[src/rtl/pm_guard_pkg.sv]
package pm_guard_pkg;
  // Clocks of headroom between the refresh request and the strobe limit.
  localparam int unsigned REFRESH_MARGIN = 16;
  // Depth of the serial-clock synchronizer.
  localparam int unsigned SCLK_SYNC_DEPTH = 2;
endpackage

[src/rtl/pmg_strobe_timer.sv]
module pmg_strobe_timer
  import pm_guard_pkg::*;
#(
  parameter int unsigned CNT_W = 16
) (
  input  logic             clk_i,
  input  logic             rst_ni,
  input  logic             active_i,
  input  logic [CNT_W-1:0] limit_i,
  input  logic             ack_i,
  output logic             req_o
);
  localparam logic [CNT_W-1:0] MARGIN = CNT_W'(REFRESH_MARGIN);

  logic [CNT_W-1:0] cnt_q, cnt_d;
  logic [CNT_W-1:0] thresh;
  logic             req_q, req_d;
  logic             hit;

  always_comb begin
    thresh = (limit_i > MARGIN) ? (limit_i - MARGIN) : '0;
    hit    = active_i && (cnt_q >= thresh);
    if (!active_i)          cnt_d = '0;
    else if (cnt_q != '1)   cnt_d = cnt_q + 1'b1;
    else                    cnt_d = cnt_q;
    req_d = req_q ? !ack_i : hit;
  end

  always_ff @(posedge clk_i or negedge rst_ni) begin
    if (!rst_ni) begin
      cnt_q <= '0;
      req_q <= 1'b0;
    end else begin
      cnt_q <= cnt_d;
      req_q <= req_d;
    end
  end

  assign req_o = req_q;

  // without a pending request the count stays under the limit
  p_req_before_limit_r2: assert property (@(posedge clk_i) disable iff (!rst_ni)
    (active_i && !req_q && (limit_i > MARGIN) && !$past(ack_i)) |-> (cnt_q < limit_i));
  // the request is held until it is acknowledged
  p_req_hold_r3: assert property (@(posedge clk_i) disable iff (!rst_ni)
    (req_q && !ack_i) |=> req_q);
  p_req_drop_r3: assert property (@(posedge clk_i) disable iff (!rst_ni)
    (req_q && ack_i) |=> !req_q);
  // a request only appears while the strobes are active
  p_req_needs_strobe_r4: assert property (@(posedge clk_i) disable iff (!rst_ni)
    $rose(req_q) |-> $past(active_i));
endmodule

[src/rtl/pmg_sclk_monitor.sv]
module pmg_sclk_monitor
  import pm_guard_pkg::*;
#(
  parameter int unsigned CNT_W = 16
) (
  input  logic             clk_i,
  input  logic             rst_ni,
  input  logic             sclk_i,
  input  logic [CNT_W-1:0] limit_i,
  input  logic             ack_i,
  output logic             stale_o
);
  localparam int unsigned DEPTH = SCLK_SYNC_DEPTH;

  logic [DEPTH-1:0] sync_q;
  logic             prev_q;
  logic             rise;
  logic [CNT_W-1:0] idle_q, idle_d;
  logic             stale_q, stale_d;

  generate
    for (genvar i = 0; i < DEPTH; i++) begin : g_sync
      always_ff @(posedge clk_i or negedge rst_ni) begin
        if (!rst_ni) sync_q[i] <= 1'b0;
        else if (i == 0) sync_q[i] <= sclk_i;
        else sync_q[i] <= sync_q[(i == 0) ? 0 : i-1];
      end
    end
  endgenerate

  always_comb begin
    rise = sync_q[DEPTH-1] && !prev_q;
    if (rise || ack_i)       idle_d = '0;
    else if (idle_q != '1)   idle_d = idle_q + 1'b1;
    else                     idle_d = idle_q;
    stale_d = stale_q ? !ack_i : ((idle_q >= limit_i) && !ack_i);
  end

  always_ff @(posedge clk_i or negedge rst_ni) begin
    if (!rst_ni) begin
      prev_q  <= 1'b0;
      idle_q  <= '0;
      stale_q <= 1'b0;
    end else begin
      prev_q  <= sync_q[DEPTH-1];
      idle_q  <= idle_d;
      stale_q <= stale_d;
    end
  end

  assign stale_o = stale_q;

  // the flag survives until the reload is acknowledged
  p_stale_sticky_r8: assert property (@(posedge clk_i) disable iff (!rst_ni)
    (stale_q && !ack_i) |=> stale_q);
  p_stale_clear_r8: assert property (@(posedge clk_i) disable iff (!rst_ni)
    (stale_q && ack_i) |=> !stale_q);
  // an acknowledge restarts the idle window
  p_ack_restarts_r6: assert property (@(posedge clk_i) disable iff (!rst_ni)
    ack_i |=> !stale_q);
endmodule

[src/rtl/pmg_bank_tracker.sv]
module pmg_bank_tracker #(
  parameter int unsigned NUM_BANKS = 4
) (
  input  logic                 clk_i,
  input  logic                 rst_ni,
  input  logic                 start_i,
  input  logic [NUM_BANKS-1:0] bank_i,
  input  logic                 close_i,
  input  logic                 ack_i,
  output logic                 miss_o
);
  logic [NUM_BANKS-1:0] last_q, last_d;
  logic                 open_q, open_d;
  logic                 miss_q, miss_d;
  logic                 new_miss;

  always_comb begin
    new_miss = start_i && (!open_q || (bank_i != last_q));
    last_d   = last_q;
    open_d   = open_q;
    if (start_i) begin
      last_d = bank_i;
      open_d = 1'b1;
    end else if (close_i) begin
      open_d = 1'b0;
    end
    miss_d = (miss_q && !ack_i) || new_miss;
  end

  always_ff @(posedge clk_i or negedge rst_ni) begin
    if (!rst_ni) begin
      last_q <= '0;
      open_q <= 1'b0;
      miss_q <= 1'b0;
    end else begin
      last_q <= last_d;
      open_q <= open_d;
      miss_q <= miss_d;
    end
  end

  assign miss_o = miss_q;

  // a miss is held until acknowledged
  p_miss_hold_r11: assert property (@(posedge clk_i) disable iff (!rst_ni)
    (miss_q && !ack_i) |=> miss_q);
  // an access with no open page always misses
  p_closed_page_miss_r9: assert property (@(posedge clk_i) disable iff (!rst_ni)
    (start_i && !open_q) |=> miss_q);
  // the select is one-hot on every access
  p_onehot_sel_r9: assert property (@(posedge clk_i) disable iff (!rst_ni)
    start_i |-> ($countones(bank_i) == 1));
endmodule

[src/rtl/pm_timeout_guard.sv]
module pm_timeout_guard #(
  parameter int unsigned CNT_W     = 16,
  parameter int unsigned NUM_BANKS = 4
) (
  input  logic                 clk,
  input  logic                 rst_n,
  input  logic                 strobe_active,
  input  logic [CNT_W-1:0]     strobe_limit,
  output logic                 refresh_req,
  input  logic                 refresh_ack,
  input  logic                 sclk,
  input  logic [CNT_W-1:0]     sclk_limit,
  output logic                 cancel_next_cycle,
  input  logic                 cancel_ack,
  input  logic                 bus_start,
  input  logic [NUM_BANKS-1:0] bank_sel,
  output logic                 page_miss,
  input  logic                 page_miss_ack
);
  logic [1:0] rst_pipe_q;
  logic       rst_int_n;

  always_ff @(posedge clk or negedge rst_n) begin
    if (!rst_n) rst_pipe_q <= 2'b00;
    else        rst_pipe_q <= {rst_pipe_q[0], 1'b1};
  end
  assign rst_int_n = rst_pipe_q[1];

  pmg_strobe_timer #(.CNT_W(CNT_W)) u_strobe (
    .clk_i   (clk),
    .rst_ni  (rst_int_n),
    .active_i(strobe_active),
    .limit_i (strobe_limit),
    .ack_i   (refresh_ack),
    .req_o   (refresh_req)
  );

  pmg_sclk_monitor #(.CNT_W(CNT_W)) u_sclk (
    .clk_i  (clk),
    .rst_ni (rst_int_n),
    .sclk_i (sclk),
    .limit_i(sclk_limit),
    .ack_i  (cancel_ack),
    .stale_o(cancel_next_cycle)
  );

  pmg_bank_tracker #(.NUM_BANKS(NUM_BANKS)) u_bank (
    .clk_i  (clk),
    .rst_ni (rst_int_n),
    .start_i(bus_start),
    .bank_i (bank_sel),
    .close_i(refresh_ack),
    .ack_i  (page_miss_ack),
    .miss_o (page_miss)
  );

  // outputs are idle while the internal reset is held
  p_reset_idle_r1: assert property (@(posedge clk)
    !rst_int_n |=> (!refresh_req && !cancel_next_cycle && !page_miss) || rst_int_n);
endmodule

[config.mk]
export PLATFORM = sky130hd
export DESIGN_NAME = pm_timeout_guard
export DESIGN_NICKNAME = d
export VERILOG_FILES = /design/src/rtl/pm_guard_pkg.sv /design/src/rtl/pmg_strobe_timer.sv /design/src/rtl/pmg_sclk_monitor.sv /design/src/rtl/pmg_bank_tracker.sv /design/src/rtl/pm_timeout_guard.sv
export SDC_FILE = /design/constraint.sdc
export NUM_CORES = 1
export LEC_CHECK = 0
export ABC_AREA = 1
export BUFFER_PORTS_ARGS = -buffer_cell sky130_fd_sc_hd__buf_4
export CORE_MARGIN = 10
export CORE_UTILIZATION = 51
export DETAILED_ROUTE_END_ITERATION = 10
export HOLD_SLACK_MARGIN = 0.02
export PLACE_DENSITY = 0.84
export SYNTH_ARGS = -nofsm -noshare
export SYNTH_HDL_FRONTEND = slang
export SYNTH_HIERARCHICAL = 1
export SYNTH_SLANG_ARGS = --single-unit
[constraint.sdc]
create_clock -name clk -period 3.1 [get_ports clk]
set_input_delay 0.155 -clock clk [delete_from_list [all_inputs] [get_ports clk]]
set_output_delay 0.155 -clock clk [all_outputs]
set_load 0.005 [all_outputs]
==> results of run 1 <==
[critical path: stages, from the launching register on]
cell     delay [ps]
dfrtp_1         420
ha_1            250
nand3_2         130
nor3_4          250
nand3_1         410
o21ai_0         300
[stage by stage]
stage | cell area (um^2) | utilization [%]
floorplan | 3580 | -
detailed placement | 4010 | 59.0
finish | 4160 | 61.3
CTS | 4160 | 61.3
global route | 4160 | 61.3
global placement | 4010 | 59.0
[state kept, by name, indices dropped and copies added, names as in the netlist]
name	cells
u_bank/open_q	1
u_strobe/cnt_q	16
u_strobe/req_o	1
u_sclk/sync_q	2
u_sclk/prev_q	1
rst_pipe_q	2
u_sclk/idle_q	16
u_bank/miss_o	1
u_bank/last_q	4
u_sclk/stale_o	1
[final cells by class]
class                      count  share of cell area (%)
timing repair buffer          48                    8.78
multi-input combinational    370                    51.1
inverter                      77                    6.94
clock buffer                   5                    1.65
clock inverter                 3                    1.56
tap                           96                    2.89
sequential                    45                    27.1
[power by group through the flow]
stage / clock network, W / logic, W / registers, W
6_report: 0.000520 / 0.000171 / 0.000625
5_1_grt: 0.000549 / 0.000199 / 0.000630
4_1_cts: 0.000527 / 0.000172 / 0.000626
3_5_place_dp: 0 / 0.000169 / 0.000638
3_3_place_gp: 0 / 0.000160 / 0.000637
2_1_floorplan: 0 / 0.0000948 / 0.000632
[cells by family (layout without fill, tap and decap cells)]
kind of cell / after synthesis / in the layout / share of synthesized area (%)
xor+xnor: 5 / 5 / 1.22
simple gates: 280 / 280 / 37.9
flops: 45 / 45 / 31.5
other cells: 1 / 1 / 0.105
compound gates: 48 / 48 / 7.66
fa+ha+maj: 36 / 36 / 12.6
buf+inv: 81 / 133 / 9.03
[synthesized netlist by cell type (all sizes together)]
cell,instances
o21ai,22
conb,1
nor3b,1
nor2,44
o21bai,2
nand2,145
o31ai,1
nor4,1
xor2,4
a21oi,16
a21boi,1
nand3b,2
dfrtp,45
a31oi,5
ha,36
or2,6
nand4,18
nand3,45
o21a,1
nor3,18
buf,4
inv,77
xnor2,1
[timing repair]
item	in CTS	in global routing
endpoints found under the setup margin	0	0
endpoints found under the hold margin	3	0
hold buffers	2	0
[layer usage]
metal	GRT usage (%)	wire length [um]	vias up	share of wire, %
met5	0	0	-	0
met4	4.77	98	0	1.2
met3	1.98	374	9	4.7
met2	26.3	3870	95	48
met1	19.3	3690	1544	46
li1	-	-	1714	-
[final timing paths]
path                                              startpoint                            to  slack [ps]  cells past startpoint
min in group asynchronous                              rst_n       rst_pipe_q[1]$_DFF_PN0_         180                      2
worst min-delay path                              cancel_ack      u_sclk/stale_o$_DFF_PN0_          30                      2
worst min register to register    u_sclk/sync_q[0]$_DFF_PN0_    u_sclk/sync_q[1]$_DFF_PN0_         350                      0
worst max-delay path            u_sclk/idle_q[0]$_DFFE_PN0P_  u_sclk/idle_q[0]$_DFFE_PN0P_        1250                      5
max in group asynchronous            rst_pipe_q[1]$_DFF_PN0_  u_bank/last_q[3]$_DFFE_PN0P_        2120                      0
worst max register to register  u_sclk/idle_q[0]$_DFFE_PN0P_  u_sclk/idle_q[0]$_DFFE_PN0P_        1250                      5
==> flow_summary.json, run 1 <==
{
  "p_seq_share_pct": 47.5,
  "finalWorstSetupSlack_ps": 1250,
  "switching_power_w": 0.000312,
  "rsz0062_at_grt": "false",
  "cts_buffer_depth": 2,
  "layout_common_cells": "nand2_1 (141), inv_1 (71), buf_4 (46)",
  "htreeDepth": 2,
  "period_share_pct": 59.8,
  "wire_per_inst_um": 12.5,
  "grt_pass1_vias": 3412,
  "area_growth_pct": 16.4,
  "worstPathMaxFanout": 11,
  "post-synth-top-area-fraction_pct": 31.5,
  "max-vdd-ir-drop_mv": 0.169,
  "clkSlewWorstSetupHoldPaths_ps": 80,
  "die_y_um": 104,
  "coreArea_um2": 6790,
  "syn_nets": 576,
  "critPathKind": "reg2reg",
  "status": "finished clean",
  "hold_class": "in2reg",
  "final_cells": 644,
  "drtIter0Drc": 182,
  "dr.pass1.iters": 4,
  "final_common_cell": "nand2_1",
  "required_ps": 3300,
  "hold_violations": 0,
  "fin_nets": 627,
  "via_per_inst": 5.22,
  "antenna_left": 0,
  "regArea_um2": 1130,
  "grt_usage_pct": 15.3,
  "gp_congestion": 0.867,
  "worst_setup_path_end_kind": "register",
  "grt_antenna_before_repair": 0,
  "insertedDiodeCount": 0,
  "drv_cap": 0,
  "rows": 30,
  "fillers": 629,
  "synth_area_leader_cell": "dfrtp_1",
  "io_buffers": 46,
  "slew_headroom_pct": 39.0,
  "cts_tree": "done",
  "worstMarginPinSlew_ps": 915,
  "synth_area_leaders": "dfrtp_1 (31%), nand2_1 (15%), ha_1 (13%)",
  "ys_types": 38,
  "pre_cts_ws_ps": 998,
  "clkPwrFrac_pct": 39.5,
  "syn_area_per_cell_um2": 7.21,
  "io_pins": 47,
  "grt_overflow": 0,
  "grt_pass1_wl_um": 14500,
  "whs_ps": 31.3,
  "p_leak_nw": 2.34,
  "drc": 0,
  "finalCriticalPeriod_ps": 1850,
  "synth_warnings": 6,
  "die_w_um": 104,
  "dp_hpwl_um": 6490,
  "initial_core_util_pct": 52.6,
  "combPwrFrac_pct": 13.0,
  "totalWireLength_um": 8040,
  "setup_viol": 0,
  "swShare_pct": 23.7,
  "placed_cells": 634,
  "cts_resized": 0,
  "cp-start-kind": "register",
  "finClkSkew_ps": 10.1,
  "finalSetupTns_ps": 0,
  "grt_max_degree": 44,
  "die-area_um2": 10800,
  "synth_seq_cells": 45,
  "vias": 3362,
  "cts_root_buf": "clkbuf_8",
  "post_cts.repair.setup_buffers": 0,
  "yosysSeqAreaShare_pct": 31.5,
  "synthCells": 496,
  "slew_violations": 0,
  "pwr_density_cell_nw_per_um2": 316,
  "crit_arrival_ps": 2050,
  "netlist_area_um2": 3580,
  "cts_inserted_buffers": 5,
  "drive_gt1_share_pct": 16.2,
  "clk_latency_ps": 300,
  "p_total_w": 0.00132,
  "max_freq_mhz": 540,
  "numClockSinks": 45,
  "p_int_w": 0.00100,
  "multiInputGateArea_um2": 2130
}
Power figures use the tool's default switching activity.
==> run 2: changes to the inputs <==
Settings changed: ABC_AREA 1 to 0, PLACE_DENSITY 0.84 to 0.87.
Clock period 3.1 ns to 1.7 ns, I/O delays scaled along.
==> flow_summary.json, run 2 <==
{
  "status": "complete, but fails checks",
  "violations": "negative setup slack",
  "dp_hpwl_um": 6350,
  "rsz0062_at_grt": "true",
  "synth_area_leader_cell": "dfrtp_1",
  "hold_violations": 0,
  "syn_area_per_cell_um2": 9.20,
  "synth_top_flop_cell": "dfrtp_1",
  "finClkSkew_ps": 10.1,
  "io_buffers": 46,
  "grt_antenna_before_repair": 0,
  "worst_setup_path_end_kind": "register",
  "max_stage_delay_ps": 540,
  "cts_buffer_depth": 2,
  "grt_usage_pct": 17.1,
  "vias": 3378,
  "ys_types": 56,
  "pre_cts_ws_ps": -1280,
  "cts_root_buf": "clkbuf_8",
  "netlist_area_um2": 3200,
  "period_share_pct": 159,
  "crit_buf_inv": 2,
  "grt_max_degree": 24,
  "coreArea_um2": 5990,
  "cpMostUsedCell": "or4_4",
  "insertedDiodeCount": 0,
  "hold_class": "in2reg",
  "grt_pass1_wl_um": 14300,
  "synthTopCellsByCount": "dfrtp_1 (45), ha_1 (36), inv_1 (31)",
  "drive_gt1_share_pct": 39.2,
  "critPathKind": "in2reg",
  "path_delay_family": "simple AND/OR/NAND/NOR gates",
  "fillers": 355,
  "die_w_um": 99.2,
  "syn_nets": 428,
  "grt_pass1_vias": 3222,
  "die_y_um": 99.2,
  "initial_core_util_pct": 53.4,
  "totalWireLength_um": 10500,
  "grt_overflow": 0,
  "pwr_density_cell_nw_per_um2": 493,
  "clk_latency_ps": 310,
  "setup_viol": 9,
  "finalWorstSetupSlack_ps": -996,
  "layout_common_cells": "buf_4 (103), dfrtp_1 (42), inv_1 (31)",
  "finalCriticalPeriod_ps": 2700,
  "cp-start-kind": "input port",
  "dr.pass1.iters": 5,
  "crit_arrival_ps": 2880,
  "final_common_cell": "buf_4",
  "drv_cap": 0,
  "die-area_um2": 9850,
  "fin_nets": 546,
  "cts_tree": "done",
  "design_area_um2": 4610,
  "post-synth-top-area-fraction_pct": 35.2,
  "synth_most_common_cell": "dfrtp_1",
  "max_freq_mhz": 371,
  "antenna_left": 0,
  "synth_seq_cells": 45,
  "io_pins": 47,
  "clkSlewWorstSetupHoldPaths_ps": 90,
  "rows": 28,
  "slew_headroom_pct": 40.4,
  "synth_warnings": 6,
  "drtIter0Drc": 264,
  "max-vdd-ir-drop_mv": 0.451,
  "drc": 0,
  "synth_area_leaders": "dfrtp_1 (35%), ha_1 (14%), xnor2_1 (4.1%)",
  "path_cells": "buf_4 -> or4_4 -> or4_4 -> or3_4 -> buf_6 -> nand2_1 -> ha_1 -> a21o_1 -> nand3_1 -> a21oi_2 -> nor4_2 -> a221oi_2",
  "multiInputGateArea_um2": 2280,
  "via_per_inst": 6.23,
  "regArea_um2": 1130,
  "gp_congestion": 0.857,
  "area_growth_pct": 44.1,
  "numClockSinks": 45,
  "synthCells": 348,
  "top_regs": "u_sclk/idle_q x16, u_strobe/cnt_q x16, u_bank/last_q x4",
  "htreeDepth": 2,
  "whs_ps": 29.0,
  "slew_violations": 0,
  "yosysSeqAreaShare_pct": 35.2,
  "required_ps": 1890,
  "worstMarginPinSlew_ps": 895,
  "synth_edf_count": 0,
  "cts_inserted_buffers": 5,
  "cp_slowest_cell": "or4_4",
  "async_reset_ff_share_pct": 100,
  "worstPathMaxFanout": 7,
  "dpl-instance-area_um2": 4020,
  "wire_per_inst_um": 19.3,
  "p_leak_nw": 2.16
}
run 2: cell types whose count changed in the layout (fill, tap and decap cells not counted), sizes merged, moves of 6 or more:
cell         delta
inv            -44
nor3            -7
xnor2          +14
o21ai           -9
a211oi         +11
a21o            +6
dlygate4sd3     +6
nand2         -117
nor2           -15
nand3          -27
buf            +61
nand4           -7
run 2: power breakdown:
group	switching, W	internal, W
registers	0.0000348	0.00110
clock network	0.000410	0.000300
logic	0.000198	0.000234
total	0.000642	0.00163
run 2: timing repair:
action / in CTS / in global routing
buffers inserted: 1 / 8
pin swaps: 9 / 16
endpoints found under the setup margin: 7 / 28
hold buffers: 6 / 2
gates resized for setup: 29 / 35
endpoints found under the hold margin: 7 / 2
gates cloned: 0 / 1
run 2: cell families after synthesis:
| logic type | count (synthesis) | synth area share (%) |
|---|---|---|
| adders and majority gates | 36 | 14.1 |
| DFF | 45 | 35.2 |
| AOI/OAI and AO/OA | 71 | 15.7 |
| and+or+nand+nor | 131 | 21.9 |
| xor gates and xnor gates | 22 | 6.02 |
| muxes | 6 | 1.99 |
| other | 1 | 0.117 |
| buffers and inverters | 36 | 4.96 |
run 2: cell type report:
cell class,instances,area share (%)
multi-input cells,268,49.4
clock inverters,3,0.542
repair buffers,115,19.5
well taps,75,2.03
inverters,31,2.52
clock buffers,5,1.49
flip-flops and latches,45,24.5
run 2: worst paths after layout:
kind | start | end | slack (ps) | depth (start not counted)
hold / removal | bank_sel[3] | u_bank/last_q[3]$_DFFE_PN0P_ | 30 | 3
setup / recovery | strobe_limit[11] | u_strobe/req_o$_DFF_PN0_ | -1000 | 12
hold reg to reg | rst_pipe_q[1]$_DFF_PN0_ | u_sclk/idle_q[13]$_DFFE_PN0P_ | 240 | 0
setup reg to reg | u_sclk/idle_q[12]$_DFFE_PN0P_ | u_sclk/idle_q[7]$_DFFE_PN0P_ | -100 | 5
max in group asynchronous | rst_pipe_q[1]$_DFF_PN0_ | u_sclk/idle_q[4]$_DFFE_PN0P_ | 890 | 1
min in group asynchronous | rst_n | rst_pipe_q[1]$_DFF_PN0_ | 80 | 2
run 2: worst min-delay path: stages:
cell and delay [ps]:
buf_4 90, nand2_1 40, o21ai_0 80
run 2: layer usage:
| metal | vias to the layer above | share of wire [%] | GRT usage, % |
|---|---|---|---|
| li1 | 1504 | - | - |
| met1 | 1606 | 37 | 19.0 |
| met2 | 202 | 51 | 30.6 |
| met3 | 66 | 8.1 | 4.50 |
| met4 | 0 | 4.6 | 5.95 |
| met5 | - | 0 | 0 |
run 2: per-stage QoR:
| stage | setup TNS [ps] | instances | power, W | util, % |
|---|---|---|---|---|
| floorplan | -974 | 348 | 0.00133 | - |
| global route | -2470 | 542 | 0.00239 | 77.0 |
| finish | -1330 | 542 | 0.00227 | 77.0 |
| detailed placement | -1690 | 516 | 0.00152 | 67.1 |
| global placement | -1200 | 516 | 0.00149 | 67.1 |
| CTS | -886 | 531 | 0.00223 | 72.5 |
